--- config.mk ---
export PLATFORM = sky130hd
export DESIGN_NAME = shdn_ctrl
export DESIGN_NICKNAME = d
export VERILOG_FILES = /design/src/rtl/shdn_pkg.sv /design/src/rtl/shdn_timer.sv /design/src/rtl/shdn_fsm.sv /design/src/rtl/shdn_ctrl.sv
export SDC_FILE = /design/constraint.sdc
export NUM_CORES = 1
export LEC_CHECK = 0
export ABC_AREA = 1
export CORE_MARGIN = 2
export CORE_UTILIZATION = 40
export CTS_BUF_LIST = sky130_fd_sc_hd__clkbuf_16
export CTS_CLUSTER_DIAMETER = 200
export CTS_CLUSTER_SIZE = 16
export DETAILED_ROUTE_END_ITERATION = 10
export DONT_BUFFER_PORTS = 1
export PLACE_DENSITY = 0.59
export SLEW_MARGIN = 20
export SYNTH_ARGS = -nofsm -noshare
export SYNTH_HDL_FRONTEND = slang
export SYNTH_SLANG_ARGS = --single-unit
--- constraint.sdc ---
create_clock -name clk -period 2.1 [get_ports clk]
set_input_delay 0.21 -clock clk [delete_from_list [all_inputs] [get_ports clk]]
set_output_delay 0.21 -clock clk [all_outputs]
set_load 0.01 [all_outputs]
--- src/rtl/shdn_pkg.sv ---
package shdn_pkg;
   typedef enum logic [2:0] {
      ST_IDLE,    // no step button low
      ST_ONE,     // one step button low, alignment window running
      ST_BOTH,    // both low and aligned, entry hold running
      ST_BLOCK,   // misaligned or aborted, wait for full release
      ST_ENTERED, // in shutdown, waiting for all buttons high
      ST_SHDN,    // in shutdown, watching for a qualifying low
      ST_REARM,   // exited by a step button, repeat delay running
      ST_PASS     // repeat handed to step logic, wait for release
   } shdn_state_e;
endpackage

--- src/rtl/shdn_timer.sv ---
module shdn_timer #(
   parameter int CW = 11
) (
   input  logic          clk,
   input  logic          rst_n,
   input  logic          clr,
   input  logic          tick,
   output logic [CW-1:0] cnt
);
   localparam logic [CW-1:0] CNT_MAX = {CW{1'b1}};

   always_ff @(posedge clk or negedge rst_n) begin
      if (!rst_n)                   cnt <= '0;
      else if (clr)                 cnt <= '0;
      else if (tick && cnt != CNT_MAX) cnt <= cnt + 1'b1;
   end

   // count only grows between clears
   assert_timer_mono_R7: assert property (@(posedge clk) disable iff (!rst_n)
      !clr |=> cnt >= $past(cnt));
endmodule

--- src/rtl/shdn_fsm.sv ---
module shdn_fsm
   import shdn_pkg::*;
#(
   parameter int POS_W     = 5,
   parameter int CW        = 11,
   parameter int ALIGN_MS  = 15,
   parameter int ENTRY_MS  = 2000,
   parameter int EXIT_MS   = 15,
   parameter int REPEAT_MS = 250
) (
   input  logic             clk,
   input  logic             rst_n,
   input  logic             tick,
   input  logic             up,
   input  logic             dn,
   input  logic             st,
   input  logic [POS_W-1:0] pos_i,
   input  logic [CW-1:0]    cnt,
   output logic             clr,
   output logic             shdn_q,
   output logic             rst_stb_q,
   output logic             rep_q,
   output logic             rep_dir_q,
   output logic [POS_W-1:0] saved_q,
   output logic             hold
);
   localparam logic [CW-1:0] ALIGN_C  = CW'(ALIGN_MS);
   localparam logic [CW-1:0] ENTRY_C  = CW'(ENTRY_MS - 1);
   localparam logic [CW-1:0] EXIT_C   = CW'(EXIT_MS - 1);
   localparam logic [CW-1:0] REPEAT_C = CW'(REPEAT_MS - 1);

   shdn_state_e state, nxt;
   logic enter, leave, fire, nxt_dir, any_step, all_btn;

   assign any_step = up | dn;
   assign all_btn  = up | dn | st;

   always_comb begin
      nxt     = state;
      enter   = 1'b0;
      leave   = 1'b0;
      fire    = 1'b0;
      nxt_dir = rep_dir_q;
      clr     = 1'b0;
      unique case (state)
         ST_IDLE: begin
            if (up && dn)      nxt = ST_BOTH;
            else if (any_step) nxt = ST_ONE;
         end
         ST_ONE: begin
            if (!any_step)          nxt = ST_IDLE;
            else if (up && dn)      nxt = (cnt < ALIGN_C) ? ST_BOTH : ST_BLOCK;
         end
         ST_BOTH: begin
            if (!(up && dn))               nxt = ST_BLOCK;
            else if (tick && cnt == ENTRY_C) begin
               nxt   = ST_ENTERED;
               enter = 1'b1;
            end
         end
         ST_BLOCK: begin
            if (!any_step) nxt = ST_IDLE;
         end
         ST_ENTERED: begin
            if (!all_btn) nxt = ST_SHDN;
         end
         ST_SHDN: begin
            if (!all_btn) clr = 1'b1;
            else if (tick && cnt == EXIT_C) begin
               leave = 1'b1;
               if (up && dn)  nxt = ST_BLOCK;
               else if (up) begin nxt = ST_REARM; nxt_dir = 1'b1; end
               else if (dn) begin nxt = ST_REARM; nxt_dir = 1'b0; end
               else           nxt = ST_IDLE;
            end
         end
         ST_REARM: begin
            if (rep_dir_q ? (!up || dn) : (!dn || up))
               nxt = any_step ? ST_BLOCK : ST_IDLE;
            else if (tick && cnt == REPEAT_C) begin
               nxt  = ST_PASS;
               fire = 1'b1;
            end
         end
         ST_PASS: begin
            if (!any_step) nxt = ST_IDLE;
         end
         default: nxt = ST_IDLE;
      endcase
      if (nxt != state) clr = 1'b1;
   end

   always_ff @(posedge clk or negedge rst_n) begin
      if (!rst_n) begin
         state     <= ST_IDLE;
         shdn_q    <= 1'b0;
         rst_stb_q <= 1'b0;
         rep_q     <= 1'b0;
         rep_dir_q <= 1'b0;
         saved_q   <= '0;
      end else begin
         state     <= nxt;
         rst_stb_q <= leave;
         rep_q     <= fire;
         rep_dir_q <= nxt_dir;
         if (enter) begin
            shdn_q  <= 1'b1;
            saved_q <= pos_i;
         end else if (leave) begin
            shdn_q  <= 1'b0;
         end
      end
   end

   assign hold = !(state == ST_IDLE || state == ST_ONE || state == ST_PASS);

   assert_entry_capture_R5: assert property (@(posedge clk) disable iff (!rst_n)
      $rose(shdn_q) |-> saved_q == $past(pos_i));
   assert_saved_frozen_R5: assert property (@(posedge clk) disable iff (!rst_n)
      shdn_q |=> $stable(saved_q));
   assert_entry_both_low_R2: assert property (@(posedge clk) disable iff (!rst_n)
      $rose(shdn_q) |-> $past(up && dn));
   assert_exit_strobe_R8: assert property (@(posedge clk) disable iff (!rst_n)
      $fell(shdn_q) |-> rst_stb_q);
   assert_repeat_after_exit_R9: assert property (@(posedge clk) disable iff (!rst_n)
      rep_q |-> !shdn_q && $past(!shdn_q));
   assert_strobes_apart_R9: assert property (@(posedge clk) disable iff (!rst_n)
      $onehot0({rep_q, rst_stb_q}));
   assert_hold_in_shdn_R10: assert property (@(posedge clk) disable iff (!rst_n)
      shdn_q |-> hold);
endmodule

--- src/rtl/shdn_ctrl.sv ---
module shdn_ctrl #(
   parameter int POS_W     = 5,
   parameter int ALIGN_MS  = 15,
   parameter int ENTRY_MS  = 2000,
   parameter int EXIT_MS   = 15,
   parameter int REPEAT_MS = 250
) (
   input  logic             clk,
   input  logic             rst_n,
   input  logic             tick_ms,
   input  logic             up_n,
   input  logic             dn_n,
   input  logic             store_n,
   input  logic [POS_W-1:0] pos_i,
   output logic             shdn_o,
   output logic [POS_W-1:0] pos_o,
   output logic             restore_o,
   output logic [POS_W-1:0] restore_pos_o,
   output logic             hold_o,
   output logic             repeat_o,
   output logic             repeat_up_o
);
   localparam int MAX_AB = (ALIGN_MS > ENTRY_MS) ? ALIGN_MS : ENTRY_MS;
   localparam int MAX_CD = (EXIT_MS > REPEAT_MS) ? EXIT_MS : REPEAT_MS;
   localparam int MAX_L  = (MAX_AB > MAX_CD) ? MAX_AB : MAX_CD;
   localparam int CW     = $clog2(MAX_L + 1);

   generate
      if (POS_W < 1 || POS_W > 16)
         $error("shdn_ctrl: POS_W out of range");
      if (ALIGN_MS < 1 || ENTRY_MS < 2 || EXIT_MS < 1 || REPEAT_MS < 1)
         $error("shdn_ctrl: timing limits must be positive");
      if (ALIGN_MS >= ENTRY_MS)
         $error("shdn_ctrl: alignment window must be shorter than entry hold");
   endgenerate

   logic          clr;
   logic [CW-1:0] cnt;
   logic          shdn_q, rst_stb_q;
   logic [POS_W-1:0] saved_q;

   shdn_timer #(.CW(CW)) u_timer (
      .clk  (clk),
      .rst_n(rst_n),
      .clr  (clr),
      .tick (tick_ms),
      .cnt  (cnt)
   );

   shdn_fsm #(
      .POS_W    (POS_W),
      .CW       (CW),
      .ALIGN_MS (ALIGN_MS),
      .ENTRY_MS (ENTRY_MS),
      .EXIT_MS  (EXIT_MS),
      .REPEAT_MS(REPEAT_MS)
   ) u_fsm (
      .clk      (clk),
      .rst_n    (rst_n),
      .tick     (tick_ms),
      .up       (~up_n),
      .dn       (~dn_n),
      .st       (~store_n),
      .pos_i    (pos_i),
      .cnt      (cnt),
      .clr      (clr),
      .shdn_q   (shdn_q),
      .rst_stb_q(rst_stb_q),
      .rep_q    (repeat_o),
      .rep_dir_q(repeat_up_o),
      .saved_q  (saved_q),
      .hold     (hold_o)
   );

   assign shdn_o        = shdn_q;
   assign restore_o     = rst_stb_q;
   assign restore_pos_o = saved_q;
   assign pos_o         = shdn_q ? '0 : (rst_stb_q ? saved_q : pos_i);

   assert_restore_pos_R8: assert property (@(posedge clk) disable iff (!rst_n)
      $fell(shdn_o) |-> pos_o == restore_pos_o);
   assert_zero_on_entry_R11: assert property (@(posedge clk) disable iff (!rst_n)
      $rose(shdn_o) |-> pos_o == '0);
endmodule

==> impl_metrics.xml, run 1 <==
<?xml version="1.0" encoding="UTF-8"?>
<metrics>
  <group name="clocking">
    <metric name="tritoncts_num_sinks" unit="">23</metric>
    <metric name="cts_root_buf" unit="">sky130_fd_sc_hd__clkbuf_16</metric>
    <metric name="clk_path_buf_depth" unit="">2</metric>
    <metric name="tritoncts" unit="">done</metric>
    <metric name="number_of_buffers_added_by_the_clock_tree_synthesis_step" unit="">3</metric>
    <metric name="worst_setup_hold_path_clk_slew" unit="ps">60</metric>
    <metric name="insertion_delay" unit="ps">250</metric>
    <metric name="cts.htree.levels" unit="">1</metric>
    <metric name="cts_post_setup_buffers_inserted" unit="">0</metric>
  </group>
  <group name="power">
    <metric name="total_switching_power" unit="mW">0.5325</metric>
    <metric name="powerDensity" unit="nW/um^2">816.6</metric>
    <metric name="power.static_leakage" unit="nW">0.8062</metric>
    <metric name="combinationalPowerShare" unit="">0.347</metric>
    <metric name="post-layout-total-power" unit="mW">1.416</metric>
    <metric name="ir_drop" unit="uV">309.3</metric>
    <metric name="power_frac_seq" unit="">0.369</metric>
    <metric name="swShare" unit="">0.3760</metric>
    <metric name="cell_internal_pwr" unit="mW">0.8836</metric>
    <metric name="power.clock.fraction" unit="">0.284</metric>
  </group>
  <group name="critical_path">
    <metric name="crit_path_end_kind" unit="">flop</metric>
    <metric name="critical_path.cell_chain" unit="">inv_1 -&gt; ha_1 -&gt; nand2_2 -&gt; nor3_4 -&gt; nand2_2 -&gt; o21ai_2 -&gt; nand2_2 -&gt; nor2_2 -&gt; nand2_1 -&gt; nand2_1 -&gt; nand3_2 -&gt; buf_4 -&gt; nor2_1</metric>
    <metric name="most_frequent_cp_cell" unit="">sky130_fd_sc_hd__nand2_2</metric>
    <metric name="critical_path_peak_fanout" unit="">11</metric>
    <metric name="reg2reg_depth" unit="">13</metric>
    <metric name="worst-endpoint-arrival" unit="ps">2060</metric>
    <metric name="worst_ep_required_time" unit="ps">2290</metric>
    <metric name="cp_slowest_stage_delay" unit="ps">430</metric>
    <metric name="worst_setup_path_category" unit="">reg -&gt; reg</metric>
    <metric name="critPathLaunchType" unit="">flop</metric>
    <metric name="cpMaxStageDelayCell" unit="">sky130_fd_sc_hd__dfrtp_1</metric>
  </group>
  <group name="placement">
    <metric name="gp_congestion" unit="">0.8689</metric>
    <metric name="dp_worst_setup_slack" unit="ps">222.5</metric>
    <metric name="placedInstanceArea" unit="um^2">1639</metric>
    <metric name="portBuffers" unit="">0</metric>
    <metric name="placedCellCount" unit="">262</metric>
    <metric name="dpl.hpwl" unit="um">2448</metric>
  </group>
  <group name="worst_hold_path">
    <metric name="worst_hold_path.num_cells" unit="">2</metric>
    <metric name="hold_path_class" unit="">in -&gt; reg</metric>
  </group>
  <group name="route">
    <metric name="detail-route-antenna-nets" unit="">0</metric>
    <metric name="dr.first_iter.drc_count" unit="">59</metric>
    <metric name="drt_drc_violations_left" unit="">0</metric>
    <metric name="detailroute.via_count" unit="">1325</metric>
    <metric name="drt_pass1_iterations" unit="">4</metric>
    <metric name="drt-vias-per-instance" unit="">4.944</metric>
    <metric name="routed_wire_length_per_instance" unit="um">11.74</metric>
    <metric name="detail_route.wirelength" unit="um">3145</metric>
  </group>
  <group name="timing">
    <metric name="period_minus_slack" unit="ps">1868</metric>
    <metric name="hold_ws" unit="ps">138.0</metric>
    <metric name="setup_viol" unit="">0</metric>
    <metric name="hold_violations" unit="">0</metric>
    <metric name="worst_slew_margin_rel" unit="">0.6621</metric>
    <metric name="fmax" unit="MHz">535.4</metric>
    <metric name="final.setup.tns" unit="ps">0</metric>
    <metric name="finalWorstSetupSlack" unit="ps">232.3</metric>
    <metric name="period_share" unit="">0.8894</metric>
    <metric name="worst_clock_skew" unit="ps">4.818</metric>
    <metric name="worst_slew_pin_slew" unit="ps">506.8</metric>
    <metric name="grt_setup_unrepaired" unit="">no</metric>
    <metric name="slew_violations" unit="">0</metric>
  </group>
  <group name="floorplanning">
    <metric name="initial_utilization" unit="">0.4231</metric>
    <metric name="fp.coreArea" unit="um^2">3744</metric>
    <metric name="rows" unit="">22</metric>
    <metric name="die_h" unit="um">66.93</metric>
    <metric name="num_io_pins" unit="">26</metric>
    <metric name="floorplan.die_area" unit="um^2">4480</metric>
    <metric name="die_width" unit="um">66.93</metric>
  </group>
  <group name="finish">
    <metric name="final_cell_count_no_fill" unit="">268</metric>
    <metric name="antenna_cells" unit="">0</metric>
    <metric name="area_growth" unit="%">9.478</metric>
    <metric name="utilization" unit="">0.4632</metric>
    <metric name="fin_nets" unit="">240</metric>
    <metric name="postLayoutCellArea" unit="um^2">1734</metric>
    <metric name="drive_gt1_frac" unit="">0.1636</metric>
  </group>
  <group name="global_route">
    <metric name="grt_pass1_wl" unit="um">5326</metric>
    <metric name="first_global_vias" unit="">1230</metric>
    <metric name="grt_overflow_total" unit="">0</metric>
    <metric name="use_met2" unit="">0.2713</metric>
    <metric name="globalRouteTotalUtil" unit="">0.1558</metric>
    <metric name="groute.layer.met1.usage" unit="">0.1935</metric>
    <metric name="antenna_found_initial" unit="">0</metric>
    <metric name="grt_max_degree" unit="">24</metric>
    <metric name="grt.busiest_layer" unit="">met2</metric>
    <metric name="use_met3" unit="">0.04392</metric>
  </group>
  <group name="logic_synthesis">
    <metric name="yosysSeqAreaShare" unit="">0.3633</metric>
    <metric name="synth.lib_cells_used.distinct" unit="">27</metric>
    <metric name="mappedNetlistNets" unit="">234</metric>
    <metric name="total_number_of_yosys_warnings" unit="">0</metric>
    <metric name="synth_seq_cells" unit="">23</metric>
    <metric name="syn_area_per_cell" unit="um^2">7.368</metric>
    <metric name="postSynthCellCount" unit="">215</metric>
    <metric name="syn_area" unit="um^2">1584</metric>
  </group>
  <group name="flow_run">
    <metric name="maximum_capacitance_violations" unit="">0</metric>
  </group>
  <group name="run_status">
    <metric name="outcome" unit="">finished, final reports clean</metric>
  </group>
</metrics>
==> power by group through the flow <==
stage	Sequential [mW]	Combinational (mW)	Clock [mW]
6_report	0.523	0.491	0.402
5_1_grt	0.530	0.570	0.443
4_1_cts	0.523	0.499	0.415
3_5_place_dp	0.532	0.481	0
3_3_place_gp	0.532	0.483	0
2_1_floorplan	0.498	0.450	0
==> synth_stat cells, drive strengths merged <==
| cell type | n | share of area |
|---|---|---|
| nor2 | 30 | 0.096 |
| buf | 2 | 0.010 |
| nand2 | 51 | 0.14 |
| nand3 | 16 | 0.054 |
| a31oi | 1 | 0.0040 |
| a21oi | 9 | 0.028 |
| nor3 | 7 | 0.032 |
| o21ai | 20 | 0.068 |
| clkinv | 1 | 0.0024 |
| xnor2 | 2 | 0.011 |
| nand4 | 3 | 0.012 |
| ha | 8 | 0.063 |
| dfrtp | 23 | 0.36 |
| inv | 35 | 0.085 |
| xor2 | 6 | 0.033 |
| clkbuf | 1 | 0.0024 |
==> timing repair <==
action                                  CTS  global route
endpoints found under the setup margin    0             0
hold endpoints to repair                 23            23
hold buffers                              1             1
resized for setup                         0             0
==> path summary, 6_finish.rpt <==
path	from	end	slack (ps)
worst max-delay path	u_timer.cnt[0]	u_timer.cnt[2]	230
worst min-delay path	pos_i[2]	u_fsm.saved_q[2]	140
worst max register to register	u_timer.cnt[0]	u_timer.cnt[2]	230
worst min register to register	u_timer.cnt[10]	u_timer.cnt[10]	550
max in group asynchronous	rst_n	u_fsm.rep_q	1290
min in group asynchronous	rst_n	u_timer.cnt[5]	460
==> cells by family after synthesis <==
kind of cell	share of synthesized area
flip-flops	0.3633
adder cells (fa/ha/maj)	0.06319
buffers and inverters	0.09952
AND/OR/NAND/NOR	0.3294
XOR/XNOR	0.04424
AO/OA/AOI/OAI	0.1003
==> critical path, delay by kind of cell (launching register included) <==
kind,cells,cell delay (ps)
simple gates,9,790
flops,1,430
buf+inv,2,270
fa+ha+maj,1,150
compound gates,1,150
==> registers in the layout, indices dropped and copies added, names as in the netlist <==
register / count
u_timer.cnt: 11
u_fsm.saved_q: 5
u_fsm.state: 3
u_fsm.rep_dir_q: 1
u_fsm.rep_q: 1
u_fsm.rst_stb_q: 1
u_fsm.shdn_q: 1
==> per-layer routing <==
metal | up-vias | wire (um) | share of wire
met5 | - | 0 | 0
met4 | 0 | 0 | 0
met3 | 0 | 203 | 0.065
met2 | 42 | 1519 | 0.48
met1 | 595 | 1422 | 0.45
li1 | 688 | - | -
==> layout by cell type, fill, tap and decap left out, types with 8 or more instances in the layout <==
master                     n
sky130_fd_sc_hd__ha_1      8
sky130_fd_sc_hd__inv_1    30
sky130_fd_sc_hd__nor2_1   18
sky130_fd_sc_hd__nand3_1  15
sky130_fd_sc_hd__o21ai_0  18
sky130_fd_sc_hd__a21oi_1   9
sky130_fd_sc_hd__nor2_2   10
sky130_fd_sc_hd__dfrtp_1  23
sky130_fd_sc_hd__nand2_1  44
==> final cells by class <==
class | instances | area (um^2)
repair buffers | 4 | 30.03
inverters | 36 | 137.6
clock inverters | 1 | 5.005
flip-flops and latches | 23 | 575.6
fillers | 406 | 2009
multi-input cells | 153 | 850.8
well taps | 48 | 60.06
clock buffers | 3 | 75.07
Power figures use the tool's default switching activity.
==> run 2: changes to the inputs <==
--- a/config.mk
+++ b/config.mk
@@ -6,6 +6,7 @@
 export NUM_CORES = 1
 export LEC_CHECK = 0
 export ABC_AREA = 1
+export CORE_ASPECT_RATIO = 1.1
 export CORE_MARGIN = 2
 export CORE_UTILIZATION = 40
 export CTS_BUF_LIST = sky130_fd_sc_hd__clkbuf_16
==> impl_metrics.xml, run 2 (synthesis results as in run 1) <==
<?xml version="1.0" encoding="UTF-8"?>
<metrics>
  <group name="run_status">
    <metric name="outcome" unit="">finished, final reports clean</metric>
  </group>
  <group name="finish">
    <metric name="area_growth" unit="%">9.953</metric>
    <metric name="fin_nets" unit="">240</metric>
    <metric name="drive_gt1_frac" unit="">0.1636</metric>
    <metric name="final_common_cell" unit="">sky130_fd_sc_hd__nand2_1</metric>
    <metric name="utilization" unit="">0.4496</metric>
    <metric name="layout_common_cells" unit="">sky130_fd_sc_hd__nand2_1 (44), sky130_fd_sc_hd__inv_1 (30), sky130_fd_sc_hd__dfrtp_1 (23)</metric>
    <metric name="postLayoutCellArea" unit="um^2">1742</metric>
    <metric name="antenna_cells" unit="">0</metric>
    <metric name="largest_reg_flops" unit="">11</metric>
    <metric name="biggestRegsByFlops" unit="">u_timer.cnt: 11 flops, u_fsm.saved_q: 5 flops, u_fsm.state: 3 flops</metric>
    <metric name="largest-register" unit="">u_timer.cnt</metric>
  </group>
  <group name="timing">
    <metric name="final.setup.tns" unit="ps">0</metric>
    <metric name="worst_slew_pin_slew" unit="ps">513.1</metric>
    <metric name="hold_violations" unit="">0</metric>
    <metric name="fmax" unit="MHz">531.7</metric>
    <metric name="worst_slew_margin_rel" unit="">0.6579</metric>
    <metric name="period_share" unit="">0.8956</metric>
    <metric name="setup_viol" unit="">0</metric>
    <metric name="grt_setup_unrepaired" unit="">no</metric>
    <metric name="slew_violations" unit="">0</metric>
    <metric name="period_minus_slack" unit="ps">1881</metric>
    <metric name="worst_clock_skew" unit="ps">6.799</metric>
  </group>
  <group name="route">
    <metric name="drt_pass1_iterations" unit="">4</metric>
    <metric name="routed_wire_length_per_instance" unit="um">11.67</metric>
    <metric name="detail_route.wirelength" unit="um">3173</metric>
    <metric name="detail-route-antenna-nets" unit="">0</metric>
    <metric name="dr.first_iter.drc_count" unit="">99</metric>
    <metric name="drt_drc_violations_left" unit="">0</metric>
    <metric name="drt-vias-per-instance" unit="">4.871</metric>
    <metric name="detailroute.via_count" unit="">1325</metric>
  </group>
  <group name="floorplanning">
    <metric name="die_h" unit="um">70</metric>
    <metric name="floorplan.die_area" unit="um^2">4480</metric>
    <metric name="die_width" unit="um">64</metric>
    <metric name="initial_utilization" unit="">0.4089</metric>
    <metric name="rows" unit="">24</metric>
    <metric name="num_io_pins" unit="">26</metric>
    <metric name="fp.coreArea" unit="um^2">3874</metric>
  </group>
  <group name="worst_hold_path">
    <metric name="worst_hold_path.num_cells" unit="">2</metric>
    <metric name="hold_path.startpoint" unit="">pos_i[1]</metric>
    <metric name="hold_path_class" unit="">in -&gt; reg</metric>
  </group>
  <group name="critical_path">
    <metric name="worst-endpoint-arrival" unit="ps">2070</metric>
    <metric name="worst_ep_required_time" unit="ps">2290</metric>
    <metric name="crit-reg2reg-launch" unit="">u_timer.cnt[0]</metric>
    <metric name="crit_path_end_kind" unit="">flop</metric>
    <metric name="critPathLaunchType" unit="">flop</metric>
    <metric name="worst_setup_path_category" unit="">reg -&gt; reg</metric>
    <metric name="crit_path_start" unit="">u_timer.cnt[0]</metric>
    <metric name="reg2reg_depth" unit="">13</metric>
    <metric name="cp_slowest_stage_delay" unit="ps">430</metric>
    <metric name="cpMaxStageDelayCell" unit="">sky130_fd_sc_hd__dfrtp_1</metric>
    <metric name="most_frequent_cp_cell" unit="">sky130_fd_sc_hd__nand2_2</metric>
    <metric name="critical_path_peak_fanout" unit="">11</metric>
    <metric name="critical_path.cell_chain" unit="">inv_1 -&gt; ha_1 -&gt; nand2_2 -&gt; nor3_4 -&gt; nand2_2 -&gt; o21ai_2 -&gt; nand2_2 -&gt; nor2_2 -&gt; nand2_1 -&gt; nand2_1 -&gt; nand3_2 -&gt; buf_4 -&gt; nor2_1</metric>
  </group>
  <group name="placement">
    <metric name="dpl.hpwl" unit="um">2393</metric>
    <metric name="placedInstanceArea" unit="um^2">1644</metric>
    <metric name="gp_congestion" unit="">0.8660</metric>
    <metric name="portBuffers" unit="">0</metric>
  </group>
  <group name="clocking">
    <metric name="cts_root_buf" unit="">sky130_fd_sc_hd__clkbuf_16</metric>
    <metric name="clk_path_buf_depth" unit="">2</metric>
    <metric name="worst_setup_hold_path_clk_slew" unit="ps">70</metric>
    <metric name="cts.htree.levels" unit="">1</metric>
    <metric name="insertion_delay" unit="ps">260</metric>
    <metric name="tritoncts_num_sinks" unit="">23</metric>
    <metric name="tritoncts" unit="">done</metric>
    <metric name="post_cts_resize_count" unit="">0</metric>
    <metric name="postCtsHoldBufs" unit="">1</metric>
    <metric name="cts_post_setup_buffers_inserted" unit="">0</metric>
    <metric name="number_of_buffers_added_by_the_clock_tree_synthesis_step" unit="">3</metric>
  </group>
  <group name="power">
    <metric name="powerDensity" unit="nW/um^2">831.2</metric>
    <metric name="post-layout-total-power" unit="mW">1.448</metric>
    <metric name="power.static_leakage" unit="nW">0.8025</metric>
    <metric name="ir_drop" unit="uV">339.9</metric>
  </group>
  <group name="global_route">
    <metric name="antenna_found_initial" unit="">0</metric>
    <metric name="grt_overflow_total" unit="">0</metric>
    <metric name="first_global_vias" unit="">1212</metric>
    <metric name="grt_max_degree" unit="">24</metric>
    <metric name="grt_pass1_wl" unit="um">5437</metric>
    <metric name="globalRouteTotalUtil" unit="">0.1524</metric>
  </group>
  <group name="flow_run">
    <metric name="maximum_capacitance_violations" unit="">0</metric>
  </group>
</metrics>
run 2: routing by layer:
layer | share of wire | wire (um) | up-vias | global-route usage
met5 | 0 | 0 | - | 0
met4 | 0.0079 | 25 | 0 | 0.05072
met1 | 0.47 | 1492 | 598 | 0.2094
li1 | - | - | 684 | -
met2 | 0.47 | 1476 | 41 | 0.2431
met3 | 0.056 | 179 | 2 | 0.02415
run 2: worst paths after layout:
path                               endpoint  slack, ps
min in group asynchronous    u_fsm.state[2]        460
hold reg to reg             u_timer.cnt[10]        570
setup / recovery             u_timer.cnt[2]        220
hold / removal             u_fsm.saved_q[1]        120
max in group asynchronous    u_timer.cnt[3]       1290
setup reg to reg             u_timer.cnt[2]        220
run 2: critical path, delay by kind of cell (launching register included):
| family | cells | cell delay [ps] |
|---|---|---|
| compound gates | 1 | 140 |
| fa+ha+maj | 1 | 150 |
| buf+inv | 2 | 270 |
| flops | 1 | 430 |
| simple gates | 9 | 820 |
run 2: through the flow:
step	instances	setup slack [ps]	hold WS (ps)
after floorplan	215	426.9	-85.59
after global placement	266	257.3	-85.13
after detailed placement	266	221.6	-85.12
after CTS	271	205.2	116.8
after global routing	272	46.80	126.9
final	272	219.3	121.4
run 2: cell type report:
type	count	area, um^2
flip-flops and latches	23	575.6
well taps	52	65.06
fillers	401	2132
clock inverters	1	7.507
multi-input cells	153	850.8
inverters	36	137.6
repair buffers	4	30.03
clock buffers	3	75.07
run 2: power by group:
part / switching, mW / leakage [nW] / internal [mW]
clock: 0.171 / 0.0371 / 0.258
combinational: 0.340 / 0.459 / 0.158
sequential: 0.0502 / 0.306 / 0.471
==> run 3: changes to the inputs <==
--- a/config.mk
+++ b/config.mk
@@ -14,6 +14,7 @@
 export CTS_CLUSTER_SIZE = 16
 export DETAILED_ROUTE_END_ITERATION = 10
 export DONT_BUFFER_PORTS = 1
+export GPL_TIMING_DRIVEN = 0
 export PLACE_DENSITY = 0.59
 export SLEW_MARGIN = 20
 export SYNTH_ARGS = -nofsm -noshare
==> impl_metrics.xml, run 3 (synthesis results as in run 1) <==
<?xml version="1.0" encoding="UTF-8"?>
<metrics>
  <group name="run_status">
    <metric name="outcome" unit="">finished, final reports clean</metric>
  </group>
  <group name="power">
    <metric name="powerDensity" unit="nW/um^2">832.1</metric>
    <metric name="ir_drop" unit="uV">489.7</metric>
    <metric name="power.static_leakage" unit="nW">0.8041</metric>
  </group>
  <group name="clocking">
    <metric name="insertion_delay" unit="ps">260</metric>
    <metric name="clk_path_buf_depth" unit="">2</metric>
    <metric name="cts.htree.levels" unit="">1</metric>
    <metric name="cts_root_buf" unit="">sky130_fd_sc_hd__clkbuf_16</metric>
    <metric name="tritoncts_num_sinks" unit="">23</metric>
    <metric name="tritoncts" unit="">done</metric>
    <metric name="number_of_buffers_added_by_the_clock_tree_synthesis_step" unit="">3</metric>
    <metric name="worst_setup_hold_path_clk_slew" unit="ps">60</metric>
  </group>
  <group name="critical_path">
    <metric name="crit_path_end_kind" unit="">flop</metric>
    <metric name="crit_path_start" unit="">u_timer.cnt[0]</metric>
    <metric name="reg2reg_depth" unit="">9</metric>
    <metric name="worst_setup_path_category" unit="">reg -&gt; reg</metric>
    <metric name="cp_slowest_stage_delay" unit="ps">430</metric>
    <metric name="crit-reg2reg-launch" unit="">u_timer.cnt[0]</metric>
    <metric name="r2r_setup_slack" unit="ps">260</metric>
    <metric name="crit-reg2reg-capture" unit="">u_timer.cnt[5]</metric>
    <metric name="cpMaxStageDelayCell" unit="">sky130_fd_sc_hd__dfrtp_1</metric>
    <metric name="worst_ep_required_time" unit="ps">2240</metric>
    <metric name="critical_path_peak_fanout" unit="">5</metric>
    <metric name="worst-endpoint-arrival" unit="ps">1980</metric>
    <metric name="critical_path.cell_chain" unit="">ha_1 -&gt; nand3_1 -&gt; nor2_1 -&gt; nand2_1 -&gt; nand2_1 -&gt; nor3_1 -&gt; nand3_1 -&gt; xor2_1 -&gt; nor2_4</metric>
    <metric name="critPathLaunchType" unit="">flop</metric>
  </group>
  <group name="route">
    <metric name="dr.first_iter.drc_count" unit="">50</metric>
    <metric name="detail_route.wirelength" unit="um">3107</metric>
    <metric name="detail-route-antenna-nets" unit="">0</metric>
    <metric name="detailroute.via_count" unit="">1293</metric>
    <metric name="drt-vias-per-instance" unit="">4.736</metric>
    <metric name="drt_pass1_iterations" unit="">4</metric>
    <metric name="drt_drc_violations_left" unit="">0</metric>
    <metric name="routed_wire_length_per_instance" unit="um">11.38</metric>
  </group>
  <group name="finish">
    <metric name="layout_common_cells" unit="">sky130_fd_sc_hd__nand2_1 (44), sky130_fd_sc_hd__inv_1 (30), sky130_fd_sc_hd__dfrtp_1 (23)</metric>
    <metric name="fill_cells" unit="">403</metric>
    <metric name="largest_reg_flops" unit="">11</metric>
    <metric name="final_common_cell" unit="">sky130_fd_sc_hd__nand2_1</metric>
    <metric name="area_growth" unit="%">10.11</metric>
    <metric name="largest-register" unit="">u_timer.cnt</metric>
    <metric name="postLayoutCellArea" unit="um^2">1744</metric>
    <metric name="antenna_cells" unit="">0</metric>
    <metric name="drive_gt1_frac" unit="">0.1629</metric>
    <metric name="biggestRegsByFlops" unit="">u_timer.cnt: 11 flops, u_fsm.saved_q: 5 flops, u_fsm.state: 3 flops</metric>
    <metric name="fin_nets" unit="">241</metric>
  </group>
  <group name="floorplanning">
    <metric name="floorplan.die_area" unit="um^2">4480</metric>
    <metric name="fp.coreArea" unit="um^2">3874</metric>
    <metric name="num_io_pins" unit="">26</metric>
    <metric name="rows" unit="">24</metric>
    <metric name="initial_utilization" unit="">0.4089</metric>
    <metric name="die_width" unit="um">64</metric>
    <metric name="die_h" unit="um">70</metric>
  </group>
  <group name="timing">
    <metric name="finalWorstSetupSlack" unit="ps">260.2</metric>
    <metric name="fmax" unit="MHz">543.5</metric>
    <metric name="hold_ws" unit="ps">119.8</metric>
    <metric name="slew_violations" unit="">0</metric>
    <metric name="final.setup.tns" unit="ps">0</metric>
    <metric name="worst_slew_margin_rel" unit="">0.6500</metric>
    <metric name="worst_slew_pin_slew" unit="ps">525.0</metric>
    <metric name="period_share" unit="">0.8761</metric>
    <metric name="grt_setup_unrepaired" unit="">no</metric>
    <metric name="setup_viol" unit="">0</metric>
    <metric name="worst_clock_skew" unit="ps">2.084</metric>
    <metric name="hold_violations" unit="">0</metric>
    <metric name="period_minus_slack" unit="ps">1840</metric>
  </group>
  <group name="global_route">
    <metric name="grt_pass1_wl" unit="um">5430</metric>
    <metric name="grt.busiest_layer" unit="">met2</metric>
    <metric name="grt_overflow_total" unit="">0</metric>
    <metric name="use_met3" unit="">0.04992</metric>
    <metric name="groute.layer.met1.usage" unit="">0.1984</metric>
    <metric name="globalRouteTotalUtil" unit="">0.1528</metric>
    <metric name="grt_max_degree" unit="">24</metric>
    <metric name="antenna_found_initial" unit="">0</metric>
    <metric name="first_global_vias" unit="">1218</metric>
    <metric name="use_met2" unit="">0.2419</metric>
  </group>
  <group name="worst_hold_path">
    <metric name="hold_path.startpoint" unit="">pos_i[1]</metric>
    <metric name="hold_path_class" unit="">in -&gt; reg</metric>
    <metric name="hold-path-endpoint" unit="">u_fsm.saved_q[1]</metric>
    <metric name="worst_hold_path.num_cells" unit="">2</metric>
  </group>
  <group name="placement">
    <metric name="placedInstanceArea" unit="um^2">1649</metric>
    <metric name="dpl.hpwl" unit="um">2384</metric>
    <metric name="gp_congestion" unit="">0.8696</metric>
    <metric name="dp_worst_setup_slack" unit="ps">202.9</metric>
    <metric name="portBuffers" unit="">0</metric>
  </group>
  <group name="flow_run">
    <metric name="maximum_capacitance_violations" unit="">0</metric>
  </group>
</metrics>
run 3: final cells by class:
cell class / instances / area (um^2) / share of cell area
inverter: 36 / 137.6 / 0.07891
sequential: 23 / 575.6 / 0.3300
multi-input combinational: 153 / 850.8 / 0.4878
buffer: 3 / 20.02 / 0.01148
clock buffer: 3 / 75.07 / 0.04304
timing repair buffer: 2 / 15.01 / 0.008608
tap: 52 / 65.06 / 0.03730
clock inverter: 1 / 5.005 / 0.002869
run 3: power by group:
part	total (mW)	switching (mW)	internal, mW
Combinational	0.541	0.364	0.177
Sequential	0.495	0.0241	0.471
Clock	0.416	0.160	0.256
run 3: per-layer routing:
metal,vias to the layer above,part of all wire
met5,-,0
met4,0,0.011
met3,4,0.059
met2,26,0.46
met1,576,0.47
li1,687,-
run 3: repair_timing:
item / CTS / global route
buffers inserted: 0 / 0
resized for setup: 0 / 0
hold buffers: 1 / 1
hold endpoints to repair: 23 / 23
setup endpoints to repair: 0 / 10
run 3: metrics by stage:
step / utilization / instances / total power [mW]
finish: 0.4503 / 273 / 1.451
global route: 0.4503 / 273 / 1.559
CTS: 0.4490 / 272 / 1.482
detailed placement: 0.4257 / 267 / 1.048
global placement: 0.4257 / 267 / 1.038
floorplan: - / 215 / 0.9483
run 3: worst max-delay path: cells and delay by family (launching register included):
family | cells | cell delay [ps]
flops | 1 | 430
xor+xnor | 1 | 250
simple gates | 7 | 830
fa+ha+maj | 1 | 230
run 3: worst max path at each step:
stage | end | slack, ps | cells after the start
floorplan | u_timer.cnt[10] | 430 | 13
global placement | u_timer.cnt[8] | 230 | 13
detailed placement | u_timer.cnt[10] | 200 | 13
CTS | u_timer.cnt[4] | 190 | 13
global route | u_timer.cnt[3] | 20 | 13
finish | u_timer.cnt[5] | 260 | 9
